File: config.mk
export PLATFORM = sky130hd
export DESIGN_NAME = rtc_calendar_regs
export DESIGN_NICKNAME = d
export VERILOG_FILES = /design/src/rtl/rtc_pkg.sv /design/src/rtl/rtc_prescaler.sv /design/src/rtl/rtc_month_len.sv /design/src/rtl/rtc_advance.sv /design/src/rtl/rtc_calendar_regs.sv
export SDC_FILE = /design/constraint.sdc
export NUM_CORES = 1
export LEC_CHECK = 0
export BUFFER_PORTS_ARGS = -buffer_cell sky130_fd_sc_hd__buf_2
export CAP_MARGIN = 20
export CORE_MARGIN = 3
export CORE_UTILIZATION = 55
export DETAILED_ROUTE_END_ITERATION = 12
export PLACE_DENSITY = 0.69
export SKIP_LAST_GASP = 1
export SLEW_MARGIN = 20
export SYNTH_ARGS = -nofsm -noshare
export SYNTH_HDL_FRONTEND = slang
export SYNTH_SLANG_ARGS = --single-unit
File: constraint.sdc
create_clock -name clk -period 8.03 [get_ports clk]
set_input_delay 0.803 -clock clk [delete_from_list [all_inputs] [get_ports clk]]
set_output_delay 0.803 -clock clk [all_outputs]
set_load 0.005 [all_outputs]
File: src/rtl/rtc_pkg.sv
package rtc_pkg;

    localparam int REG_COUNT = 8;
    localparam int ADDR_W    = $clog2(REG_COUNT);

    typedef struct packed {
        logic       halt;
        logic [6:0] sec;
        logic       fail;
        logic [6:0] min;
        logic       cen_en;
        logic       cen;
        logic [5:0] hour;
        logic [2:0] wday;
        logic [5:0] mday;
        logic [4:0] mon;
        logic [7:0] year;
        logic [7:0] ctrl;
    } rtc_time_t;

    // Increment a two-digit packed BCD value, units carry at 9.
    function automatic logic [7:0] bcd_inc(input logic [7:0] v);
        logic [7:0] r;
        if (v[3:0] >= 4'd9) r = {v[7:4] + 4'd1, 4'd0};
        else                r = v + 8'd1;
        return r;
    endfunction

    // Byte image of one register, unused bits forced to zero.
    function automatic logic [7:0] reg_image(input rtc_time_t t, input logic [ADDR_W-1:0] a);
        logic [7:0] b;
        case (a)
            3'd0:    b = {t.halt, t.sec};
            3'd1:    b = {t.fail, t.min};
            3'd2:    b = {t.cen_en, t.cen, t.hour};
            3'd3:    b = {5'd0, t.wday};
            3'd4:    b = {2'd0, t.mday};
            3'd5:    b = {3'd0, t.mon};
            3'd6:    b = t.year;
            default: b = t.ctrl;
        endcase
        return b;
    endfunction

endpackage

File: src/rtl/rtc_prescaler.sv
module rtc_prescaler #(
    parameter int SUB_TICKS = 32768
) (
    input  logic clk,
    input  logic rst_n,
    input  logic sub_tick,
    input  logic restart,
    output logic sec_pulse
);
    localparam int CW = (SUB_TICKS > 1) ? $clog2(SUB_TICKS) : 1;
    localparam logic [CW-1:0] LAST = CW'(SUB_TICKS - 1);

    logic [CW-1:0] cnt_d, cnt_q;

    always_comb begin
        cnt_d     = cnt_q;
        sec_pulse = 1'b0;
        if (restart) begin
            cnt_d = '0;
        end else if (sub_tick) begin
            if (cnt_q == LAST) begin
                cnt_d     = '0;
                sec_pulse = 1'b1;
            end else begin
                cnt_d = cnt_q + 1'b1;
            end
        end
    end

    always_ff @(posedge clk) begin
        if (!rst_n) cnt_q <= '0;
        else        cnt_q <= cnt_d;
    end
endmodule

File: src/rtl/rtc_month_len.sv
module rtc_month_len (
    input  logic [4:0] mon,
    input  logic [7:0] year,
    output logic [5:0] last_day
);
    logic leap;

    always_comb begin
        // Divisible by 4 in BCD: even tens with units 0/4/8, odd tens with units 2/6.
        if (year[4]) leap = (year[3:0] == 4'd2) || (year[3:0] == 4'd6);
        else         leap = (year[3:0] == 4'd0) || (year[3:0] == 4'd4) || (year[3:0] == 4'd8);
        case (mon)
            5'h02:                      last_day = leap ? 6'h29 : 6'h28;
            5'h04, 5'h06, 5'h09, 5'h11: last_day = 6'h30;
            default:                    last_day = 6'h31;
        endcase
    end
endmodule

File: src/rtl/rtc_advance.sv
module rtc_advance
    import rtc_pkg::*;
(
    input  rtc_time_t cur,
    output rtc_time_t nxt
);
    logic [5:0] last_day;
    logic       sec_wrap, min_wrap, hour_wrap, day_wrap, mon_wrap, year_wrap;

    rtc_month_len u_len (
        .mon      (cur.mon),
        .year     (cur.year),
        .last_day (last_day)
    );

    always_comb begin
        nxt       = cur;
        sec_wrap  = cur.sec  >= 7'h59;
        min_wrap  = cur.min  >= 7'h59;
        hour_wrap = cur.hour >= 6'h23;
        day_wrap  = cur.mday >= last_day;
        mon_wrap  = cur.mon  >= 5'h12;
        year_wrap = cur.year >= 8'h99;

        nxt.sec = sec_wrap ? 7'h00 : 7'(bcd_inc({1'b0, cur.sec}));
        if (sec_wrap) begin
            nxt.min = min_wrap ? 7'h00 : 7'(bcd_inc({1'b0, cur.min}));
            if (min_wrap) begin
                nxt.hour = hour_wrap ? 6'h00 : 6'(bcd_inc({2'b0, cur.hour}));
                if (hour_wrap) begin
                    nxt.wday = (cur.wday >= 3'd7) ? 3'd1 : cur.wday + 3'd1;
                    nxt.mday = day_wrap ? 6'h01 : 6'(bcd_inc({2'b0, cur.mday}));
                    if (day_wrap) begin
                        nxt.mon = mon_wrap ? 5'h01 : 5'(bcd_inc({3'b0, cur.mon}));
                        if (mon_wrap) begin
                            nxt.year = year_wrap ? 8'h00 : bcd_inc(cur.year);
                            if (year_wrap && cur.cen_en) nxt.cen = ~cur.cen;
                        end
                    end
                end
            end
        end
    end
endmodule

File: src/rtl/rtc_calendar_regs.sv
module rtc_calendar_regs
    import rtc_pkg::*;
#(
    parameter int SUB_TICKS = 32768
) (
    input  logic       clk,
    input  logic       rst_n,
    input  logic       sub_tick,
    input  logic       osc_fail_evt,
    input  logic       wr_en,
    input  logic       rd_en,
    input  logic [2:0] addr,
    input  logic [7:0] wr_data,
    output logic [7:0] rd_data
);
    typedef struct packed {
        rtc_time_t                     tm;
        logic [REG_COUNT-1:0][7:0]     snap;
        logic [7:0]                    rd;
    } state_t;

    state_t    s_d, s_q;
    rtc_time_t adv_tm;
    logic      sec_pulse;

    // Observation points for the bound checker.
    logic       halt_live;
    logic       fail_live;
    logic [6:0] sec_live;

    rtc_prescaler #(.SUB_TICKS(SUB_TICKS)) u_presc (
        .clk       (clk),
        .rst_n     (rst_n),
        .sub_tick  (sub_tick),
        .restart   (wr_en),
        .sec_pulse (sec_pulse)
    );

    rtc_advance u_adv (
        .cur (s_q.tm),
        .nxt (adv_tm)
    );

    always_comb begin
        s_d = s_q;
        if (sec_pulse && !s_q.tm.halt) s_d.tm = adv_tm;

        if (wr_en) begin
            case (addr)
                3'd0: begin
                    s_d.tm.halt = wr_data[7];
                    s_d.tm.sec  = wr_data[6:0];
                end
                3'd1: begin
                    if (!wr_data[7]) s_d.tm.fail = 1'b0;
                    s_d.tm.min = wr_data[6:0];
                end
                3'd2: begin
                    s_d.tm.cen_en = wr_data[7];
                    s_d.tm.cen    = wr_data[6];
                    s_d.tm.hour   = wr_data[5:0];
                end
                3'd3:    s_d.tm.wday = wr_data[2:0];
                3'd4:    s_d.tm.mday = wr_data[5:0];
                3'd5:    s_d.tm.mon  = wr_data[4:0];
                3'd6:    s_d.tm.year = wr_data;
                default: s_d.tm.ctrl = wr_data;
            endcase
        end

        if (osc_fail_evt) s_d.tm.fail = 1'b1;

        if (rd_en) begin
            if (addr == 3'd0) begin
                for (int i = 0; i < REG_COUNT; i++) begin
                    s_d.snap[i] = reg_image(s_q.tm, ADDR_W'(i));
                end
                s_d.rd = reg_image(s_q.tm, 3'd0);
            end else begin
                s_d.rd = s_q.snap[addr];
            end
        end
    end

    always_ff @(posedge clk) begin
        if (!rst_n) begin
            s_q         <= '0;
            s_q.tm.fail <= 1'b1;
            s_q.tm.wday <= 3'd1;
            s_q.tm.mday <= 6'h01;
            s_q.tm.mon  <= 5'h01;
        end else begin
            s_q <= s_d;
        end
    end

    assign rd_data   = s_q.rd;
    assign halt_live = s_q.tm.halt;
    assign fail_live = s_q.tm.fail;
    assign sec_live  = s_q.tm.sec;
endmodule

==> results of run 1 <==
[registers in the layout, indices dropped and copies added, names as in the netlist]
| signal | flops |
|---|---|
| fail_live | 1 |
| u_presc.cnt_q | 15 |
| sec_live | 7 |
| s_q | 91 |
| halt_live | 1 |
| rd_data | 8 |
[cell usage in the layout, fill, tap and decap left out, types with 6 or more instances in the layout]
master	count
nand2_1	156
nand4_1	15
nand3_1	25
nand4b_1	8
inv_1	24
xor2_1	8
nor2_1	32
nor2b_1	10
o22ai_1	6
nor4_1	7
nor3_1	16
a31oi_1	34
ha_1	35
o21ai_0	69
buf_2	24
or3_1	8
o31ai_1	9
a21oi_1	76
dfxtp_1	123
nand2b_1	8
clkbuf_16	17
[path summary, 6_finish.rpt]
check / start / endpoint / slack, ps / cells past startpoint
worst max-delay path: s_q[80] / s_q[84] / 4260 / 13
worst max register to register: s_q[80] / s_q[84] / 4260 / 13
worst min-delay path: s_q[59] / s_q[59] / 450 / 2
worst min register to register: s_q[59] / s_q[59] / 450 / 2
[final cells by class]
type | count | area share
timing repair buffer | 28 | 0.0205
inverter | 25 | 0.0128
sequential | 123 | 0.337
clock buffer | 20 | 0.0611
clock inverter | 9 | 0.0137
multi-input combinational | 632 | 0.531
tap | 143 | 0.0245
[metal layers]
metal | GRT usage | vias up
met2 | 0.445 | 251
met4 | 0.102 | 0
li1 | - | 3030
met3 | 0.0549 | 30
met5 | 0 | -
met1 | 0.421 | 3038
[critical path, cell delays in order (launching register included)]
cell and delay (ps):
dfxtp_1 440, inv_1 120, ha_1 200, nand2b_1 80, a21boi_0 180, o221ai_1 150
a21oi_1 170, a31oi_1 60, ha_1 270, or4b_1 500, a22oi_1 750, nor3_1 260
and4_1 280, o32ai_1 220
[cell families after synthesis]
logic type / synth area share
AOI/OAI and AO/OA: 0.223
and+or+nand+nor: 0.244
xor gates and xnor gates: 0.0143
buffers and inverters: 0.0584
adders and majority gates: 0.0651
muxes: 0.0292
DFF: 0.366
[power groups by stage]
stage / Clock, mW / Combinational [mW] / Sequential (mW)
6_report: 0.719 / 0.0957 / 0.640
5_1_grt: 0.754 / 0.106 / 0.642
4_1_cts: 0.724 / 0.0936 / 0.639
3_5_place_dp: 0 / 0.0932 / 0.652
3_3_place_gp: 0 / 0.0910 / 0.651
2_1_floorplan: 0 / 0.0684 / 0.646
[metrics by stage]
stage	setup slack (ps)	hold WS [ps]
3_5_place_dp	4320	444
4_1_cts	4310	451
3_3_place_gp	4470	436
2_1_floorplan	5180	428
5_1_grt	3990	468
6_report	4260	453
==> results.txt, run 1 <==
Status = complete, no violations
Routed met3 length = 1420 um
Vias/cell = 6.48
Sw power = 0.344 mW
Cell area after synthesis = 6730 um^2
Critical path endpoint category = flip-flop
Comb power frac = 0.066
Drt first pass iters = 5
CTS Sinks = 123
CTS resizes = 0
Clk slew on worst S/H paths = 50 ps
Residual DRC = 0
Final HPWL DP = 12800 um
Multi-input gate area = 3880 um^2
Post-DR wirelength/cell = 19.6 um
Setup_tns = 0 ps
CTS tree = yes
Seq/Total Area, Yosys = 0.366
Crit-path max FO = 11
Post-synth EDFFs = 0
Min-Delay Path Class = reg2reg
Gate Count Post-Synth = 845
Most common cell in the netlist = nand2_1
Synth cell types = 69
Slew @ Worst Pin = 1000 ps
Final WL = 19300 um
Clk root buf = clkbuf_16
RePlAce Congestion = 0.938
Vias in the first global route = 5895
Switching part of the total = 0.236
Die X = 117 um
Leak = 2.52 nW
Max-cap violations = 0
Internal = 1.11 mW
Dpl cell area = 6760 um^2
Syn nets = 897
First-pass GRT wire length = 31100 um
Post-Place Cells = 950
GRT Residual Overflow = 0
I/O pin total = 25
Uppermost layer routed = met4
Num CTS Buffers = 17
Setup bufs post-CTS = 0
Mapped Avg Cell Area = 7.96 um^2
Seq. cell area = 2460 um^2
Synth warnings = 0
Seq pwr share = 0.440
PnR Total Power = 1.46 mW
Pwr per Cell Area = 199 nW/um^2
Share of flip-flops with an asynchronous set or reset = 0
Design area = 7310 um^2
Final hold vios = 0
Layout cells sized above 1 = 0.0944
Initial antenna violation count = 0
Detailed Route Iter0 Violations = 830
PortBufs = 24
Largest net degree at the start of global routing = 69
Worst EP arrival = 4080 ps
Clock power frac = 0.494
Die area = 13600 um^2
Worst skew pair latency = 410 ps
Tot GR Track Use = 0.294
Worst Skew = 7.38 ps
Starting Density = 0.577
#FFs+latches synth = 123
Post-synth top area share = 0.366
Layout net count = 879
Max-slew violations = 0
Largest area contributor in the netlist = dfxtp_1
Antenna cell count = 0
Non-filler cells, final = 980
Max Clk Rate = 265 MHz
Startpoint types = flip-flop
Area grow syn2layout = 8.70%
Met2 Wirelength = 8740 um
Period minus WS final = 3770 ps
Required @ worst endpoint = 8340 ps
Most frequent cells after synthesis = nand2_1, dfxtp_1, a21oi_1
DRT antenna net count = 0
RSZ-0062 raised after global routing = no
Fillcell total = 1049
Slew headroom = 0.327
Maximum clock insertion buffer count = 2
H-tree levels = 4
Ranking of synthesized cells by area = dfxtp_1, nand2_1, ha_1, a21oi_1, o21ai_0
Synth Flop Type = dfxtp_1
Total via count in the routed design = 6349
Setup CP Type = reg2reg
Post-layout util = 0.627
Die height = 117 um
Maximum vdd drop = 160 uV
Final setup viols = 0
Core footprint = 11700 um^2
M1 WL = 8620 um
Final period util = 0.469
Hold-fix buffers, CTS = 0
# rows = 39
No activity file was read; power rests on OpenSTA's default activity.
==> inputs of run 2 (changes only) <==
==> constraint.sdc (replaced) <==
create_clock -name clk -period 3.7 [get_ports clk]
set_input_delay 0.37 -clock clk [delete_from_list [all_inputs] [get_ports clk]]
set_output_delay 0.37 -clock clk [all_outputs]
set_load 0.005 [all_outputs]
==> results.txt, run 2 (same netlist as run 1, synthesis figures left out) <==
Status = complete, no violations
Worst skew pair latency = 420 ps
# rows = 39
Die height = 117 um
DRT antenna net count = 0
Reg2reg start = s_q[80]
Required @ worst endpoint = 4040 ps
Final HPWL DP = 12900 um
I/O pin total = 25
Die area = 13600 um^2
H-tree levels = 4
Post-DR wirelength/cell = 19.2 um
Setup_tns = 0 ps
Critical path endpoint category = flip-flop
PortBufs = 24
Max Clk Rate = 296 MHz
CTS tree = yes
Starting Density = 0.577
Slew headroom = 0.413
Die X = 117 um
Num CTS Buffers = 17
Final hold vios = 0
RePlAce Congestion = 0.931
Setup CP Type = reg2reg
Worst Setup SP = s_q[80]
GRT Residual Overflow = 0
Residual DRC = 0
Leak = 2.54 nW
Final WL = 18800 um
Antenna cell count = 0
Largest register by flop count = s_q
Detailed Route Iter0 Violations = 799
WHS Path Cells = 2
Clk slew on worst S/H paths = 50 ps
Layout net count = 883
WHS Endpoint = fail_live
Crit-path max FO = 9
Setup bufs post-CTS = 0
Vias in the first global route = 5969
Crit-path cells = inv_1 -> ha_1 -> nand2b_1 -> a21boi_0 -> o221ai_1 -> a21oi_1 -> a31oi_1 -> ha_1 -> or4b_1 -> a22o_1 -> nand3_1 -> or4_1 -> a31oi_1
Tot GR Track Use = 0.289
Internal reg-to-reg setup slack = 330 ps
Most common cell after layout, fill and taps aside = nand2_1
WP buf/inv = 1
First-pass GRT wire length = 30500 um
Min-Delay Path Class = in2reg
Hold-fix buffers, CTS = 0
RR Endpoint = s_q[80]
Total via count in the routed design = 6414
Maximum vdd drop = 318 uV
Worst R2R Path Depth = 13
Largest stage delay on the critical path = 580 ps
Core footprint = 11700 um^2
Vias/cell = 6.52
Crit path max-delay family = simple AND/OR/NAND/NOR gates
Period minus WS final = 3370 ps
PnR Total Power = 3.14 mW
Clk root buf = clkbuf_16
Maximum clock insertion buffer count = 2
Largest net degree at the start of global routing = 52
Worst EP arrival = 3710 ps
Drt first pass iters = 5
RSZ-0062 raised after global routing = no
Crit-path slowest cell = or4_1
HP Start = osc_fail_evt
Worst Skew = 7.02 ps
Most frequent cells in the layout = nand2_1, dfxtp_1, a21oi_1
Slew @ Worst Pin = 880 ps
Area grow syn2layout = 9.19%
Pwr per Cell Area = 427 nW/um^2
Max-cap violations = 0
Layout cells sized above 1 = 0.100
Largest register FFs = 91
Final period util = 0.912
Max-slew violations = 0
CTS Sinks = 123
Final setup viols = 0
Initial antenna violation count = 0
Startpoint types = flip-flop
CTS resizes = 0
==> run 2: cell count changes in the layout (fill, tap and decap cells not counted), sizes merged <==
| cell | previous run | this run |
|---|---|---|
| buf | 28 | 32 |
| bufinv | 2 | 1 |
| clkbuf | 20 | 21 |
| clkinv | 5 | 4 |
==> run 2: layer usage <==
layer,wire length [um],part of all wire,GRT usage
met5,0,0,0
met3,1610,0.086,0.0580
met4,672,0.036,0.134
met1,8320,0.44,0.397
met2,8230,0.44,0.436
==> run 2: cell type report <==
type | count | area, um^2
flip-flops and latches | 123 | 2460
repair buffers | 32 | 180
inverters | 25 | 93.8
clock inverters | 7 | 68.8
multi-input cells | 632 | 3880
fillers | 1045 | 4320
well taps | 143 | 179
clock buffers | 21 | 480
==> run 2: stage by stage <==
step	hold slack [ps]	std cells	instance area, um^2	setup WS [ps]	utilization
5_1_grt	147	983	7350	57.5	0.630
2_1_floorplan	428	845	6730	851	-
6_report	150	983	7350	325	0.630
3_5_place_dp	447	955	6800	398	0.583
4_1_cts	134	983	7350	366	0.630
3_3_place_gp	436	955	6800	583	0.583
==> run 2: worst max-delay path by stage <==
| stage | endpoint | slack [ps] | depth (start not counted) |
|---|---|---|---|
| floorplan | s_q[86] | 850 | 14 |
| global placement | s_q[80] | 580 | 13 |
| detailed placement | s_q[80] | 400 | 13 |
| CTS | s_q[80] | 370 | 13 |
| global route | s_q[80] | 60 | 13 |
| finish | s_q[80] | 330 | 13 |
==> run 2: report_power, final <==
group          internal, mW  total, mW  switching (mW)
clock                 0.974       1.54           0.569
sequential             1.35       1.39          0.0363
combinational        0.0702      0.207           0.137
total                  2.40       3.14           0.742
==> run 2: worst register-to-register path: stages (launching register included) <==
cell and delay (ps):
dfxtp_1 450, inv_1 120, ha_1 210, nand2b_1 80
a21boi_0 170, o221ai_1 140, a21oi_1 200, a31oi_1 70
ha_1 280, or4b_1 120, a22o_1 350, nand3_1 360
or4_1 580, a31oi_1 180
==> inputs of run 3 (changes only) <==
--- a/config.mk
+++ b/config.mk
@@ -10,7 +10,7 @@
 export CORE_MARGIN = 3
 export CORE_UTILIZATION = 55
 export DETAILED_ROUTE_END_ITERATION = 12
-export PLACE_DENSITY = 0.69
+export PLACE_DENSITY = 0.77
 export SKIP_LAST_GASP = 1
 export SLEW_MARGIN = 20
 export SYNTH_ARGS = -nofsm -noshare
==> results.txt, run 3 (same netlist as run 1, synthesis figures left out) <==
Status = complete, no violations
Switching part of the total = 0.245
Max-cap violations = 0
Setup CP Type = reg2reg
WHS = 135 ps
Pwr per Cell Area = 441 nW/um^2
Vias/cell = 6.60
Die area = 13600 um^2
H-tree levels = 4
Num CTS Buffers = 17
Total via count in the routed design = 6499
First-pass GRT wire length = 30600 um
PortBufs = 24
Die height = 117 um
Maximum vdd drop = 314 uV
Initial antenna violation count = 0
Comb power frac = 0.065
Most common cell after layout, fill and taps aside = nand2_1
Setup WS pre-CTS = 511 ps
Setup ws final = 433 ps
Final period util = 0.883
Layout cells sized above 1 = 0.101
Maximum clock insertion buffer count = 2
Met2 usage = 0.450
Tot GR Track Use = 0.290
Internal reg-to-reg setup slack = 430 ps
CTS resizes = 0
Largest register FFs = 91
Detailed Route Iter0 Violations = 923
WHS Endpoint = fail_live
Residual DRC = 0
GRT Residual Overflow = 0
Worst EP arrival = 3620 ps
HP Start = osc_fail_evt
Layout net count = 881
Worst R2R Path Depth = 13
Die X = 117 um
# rows = 39
Hold-fix buffers, CTS = 0
Max Clk Rate = 306 MHz
Seq pwr share = 0.428
Crit-path max FO = 9
Clk root buf = clkbuf_16
CTS tree = yes
RR Endpoint = s_q[80]
Non-filler cells, final = 985
Final WL = 19100 um
Startpoint types = flip-flop
Worst skew pair latency = 430 ps
GR peak layer = met2
Max-slew violations = 0
Drt first pass iters = 7
Final HPWL DP = 13000 um
RePlAce Congestion = 0.918
Crit path max-delay family = simple AND/OR/NAND/NOR gates
Min-Delay Path Class = in2reg
Sw power = 0.797 mW
Crit-path cells = inv_1 -> ha_1 -> nand2b_1 -> a21boi_0 -> o221ai_1 -> a21oi_1 -> a31oi_1 -> ha_1 -> or4b_1 -> a22o_1 -> nand3_1 -> or4_1 -> a31oi_1
PnR Total Power = 3.25 mW
Most frequent cells in the layout = nand2_1, dfxtp_1, a21oi_1
Critical path endpoint category = flip-flop
Post-Place Cells = 953
CTS Sinks = 123
Slew @ Worst Pin = 1040 ps
Largest register by flop count = s_q
WP buf/inv = 1
RSZ-0062 raised after global routing = no
Antenna cell count = 0
Reg2reg start = s_q[80]
Clk slew on worst S/H paths = 60 ps
Core footprint = 11700 um^2
Starting Density = 0.577
Setup_tns = 0 ps
I/O pin total = 25
Leak = 2.55 nW
Slew headroom = 0.309
WHS Path Cells = 2
Final hold vios = 0
Required @ worst endpoint = 4050 ps
DRT antenna net count = 0
Period minus WS final = 3270 ps
Largest stage delay on the critical path = 560 ps
Met3 Track Usage GR = 0.0674
Vias in the first global route = 6005
Crit-path slowest cell = or4_1
Setup bufs post-CTS = 0
Routing usage on met1 = 0.375
Internal = 2.46 mW
Worst Setup SP = s_q[80]
Final setup viols = 0
Clock power frac = 0.508
Worst Skew = 11.6 ps
Area grow syn2layout = 9.63%
Largest net degree at the start of global routing = 58
Post-DR wirelength/cell = 19.4 um
## run 3: changes by cell type in the layout (fill, tap and decap cells not counted), moves of 2 or more
cell and change:
buf_4 -2, clkbuf_8 -2, clkinv_4 +2, inv_6 +3
## run 3: power by group through the flow
stage          combinational [mW]  clock [mW]  sequential (mW)
6_report                    0.210        1.65             1.39
2_1_floorplan               0.148           0             1.40
4_1_cts                     0.206        1.66             1.39
3_3_place_gp                0.198           0             1.42
5_1_grt                     0.230        1.71             1.39
3_5_place_dp                0.204           0             1.42
## run 3: worst max-delay path by stage
stage	to	cells after the start	slack, ps
floorplan	s_q[86]	14	850
global placement	s_q[80]	13	590
detailed placement	s_q[80]	13	510
CTS	s_q[80]	13	500
global route	s_q[80]	13	240
finish	s_q[80]	13	430
## run 3: final cells by class
class                      count  area (um^2)
fill                         992         4290
multi-input combinational    632         3880
sequential                   123         2460
clock buffer                  20          457
tap                          143          179
timing repair buffer          30          165
clock inverter                12          138
inverter                      25         93.8
## run 3: routing by layer
| layer | vias to the layer above | routed length (um) | part of all wire |
|---|---|---|---|
| met3 | 65 | 1760 | 0.092 |
| met4 | 0 | 747 | 0.039 |
| met1 | 3073 | 8050 | 0.42 |
| li1 | 3032 | - | - |
| met5 | - | 0 | 0 |
| met2 | 329 | 8520 | 0.45 |
## run 3: metrics by stage
| stage | utilization | instance area (um^2) |
|---|---|---|
| floorplan | - | 6730 |
| global placement | 0.582 | 6780 |
| detailed placement | 0.582 | 6780 |
| CTS | 0.633 | 7380 |
| global route | 0.633 | 7380 |
| finish | 0.633 | 7380 |
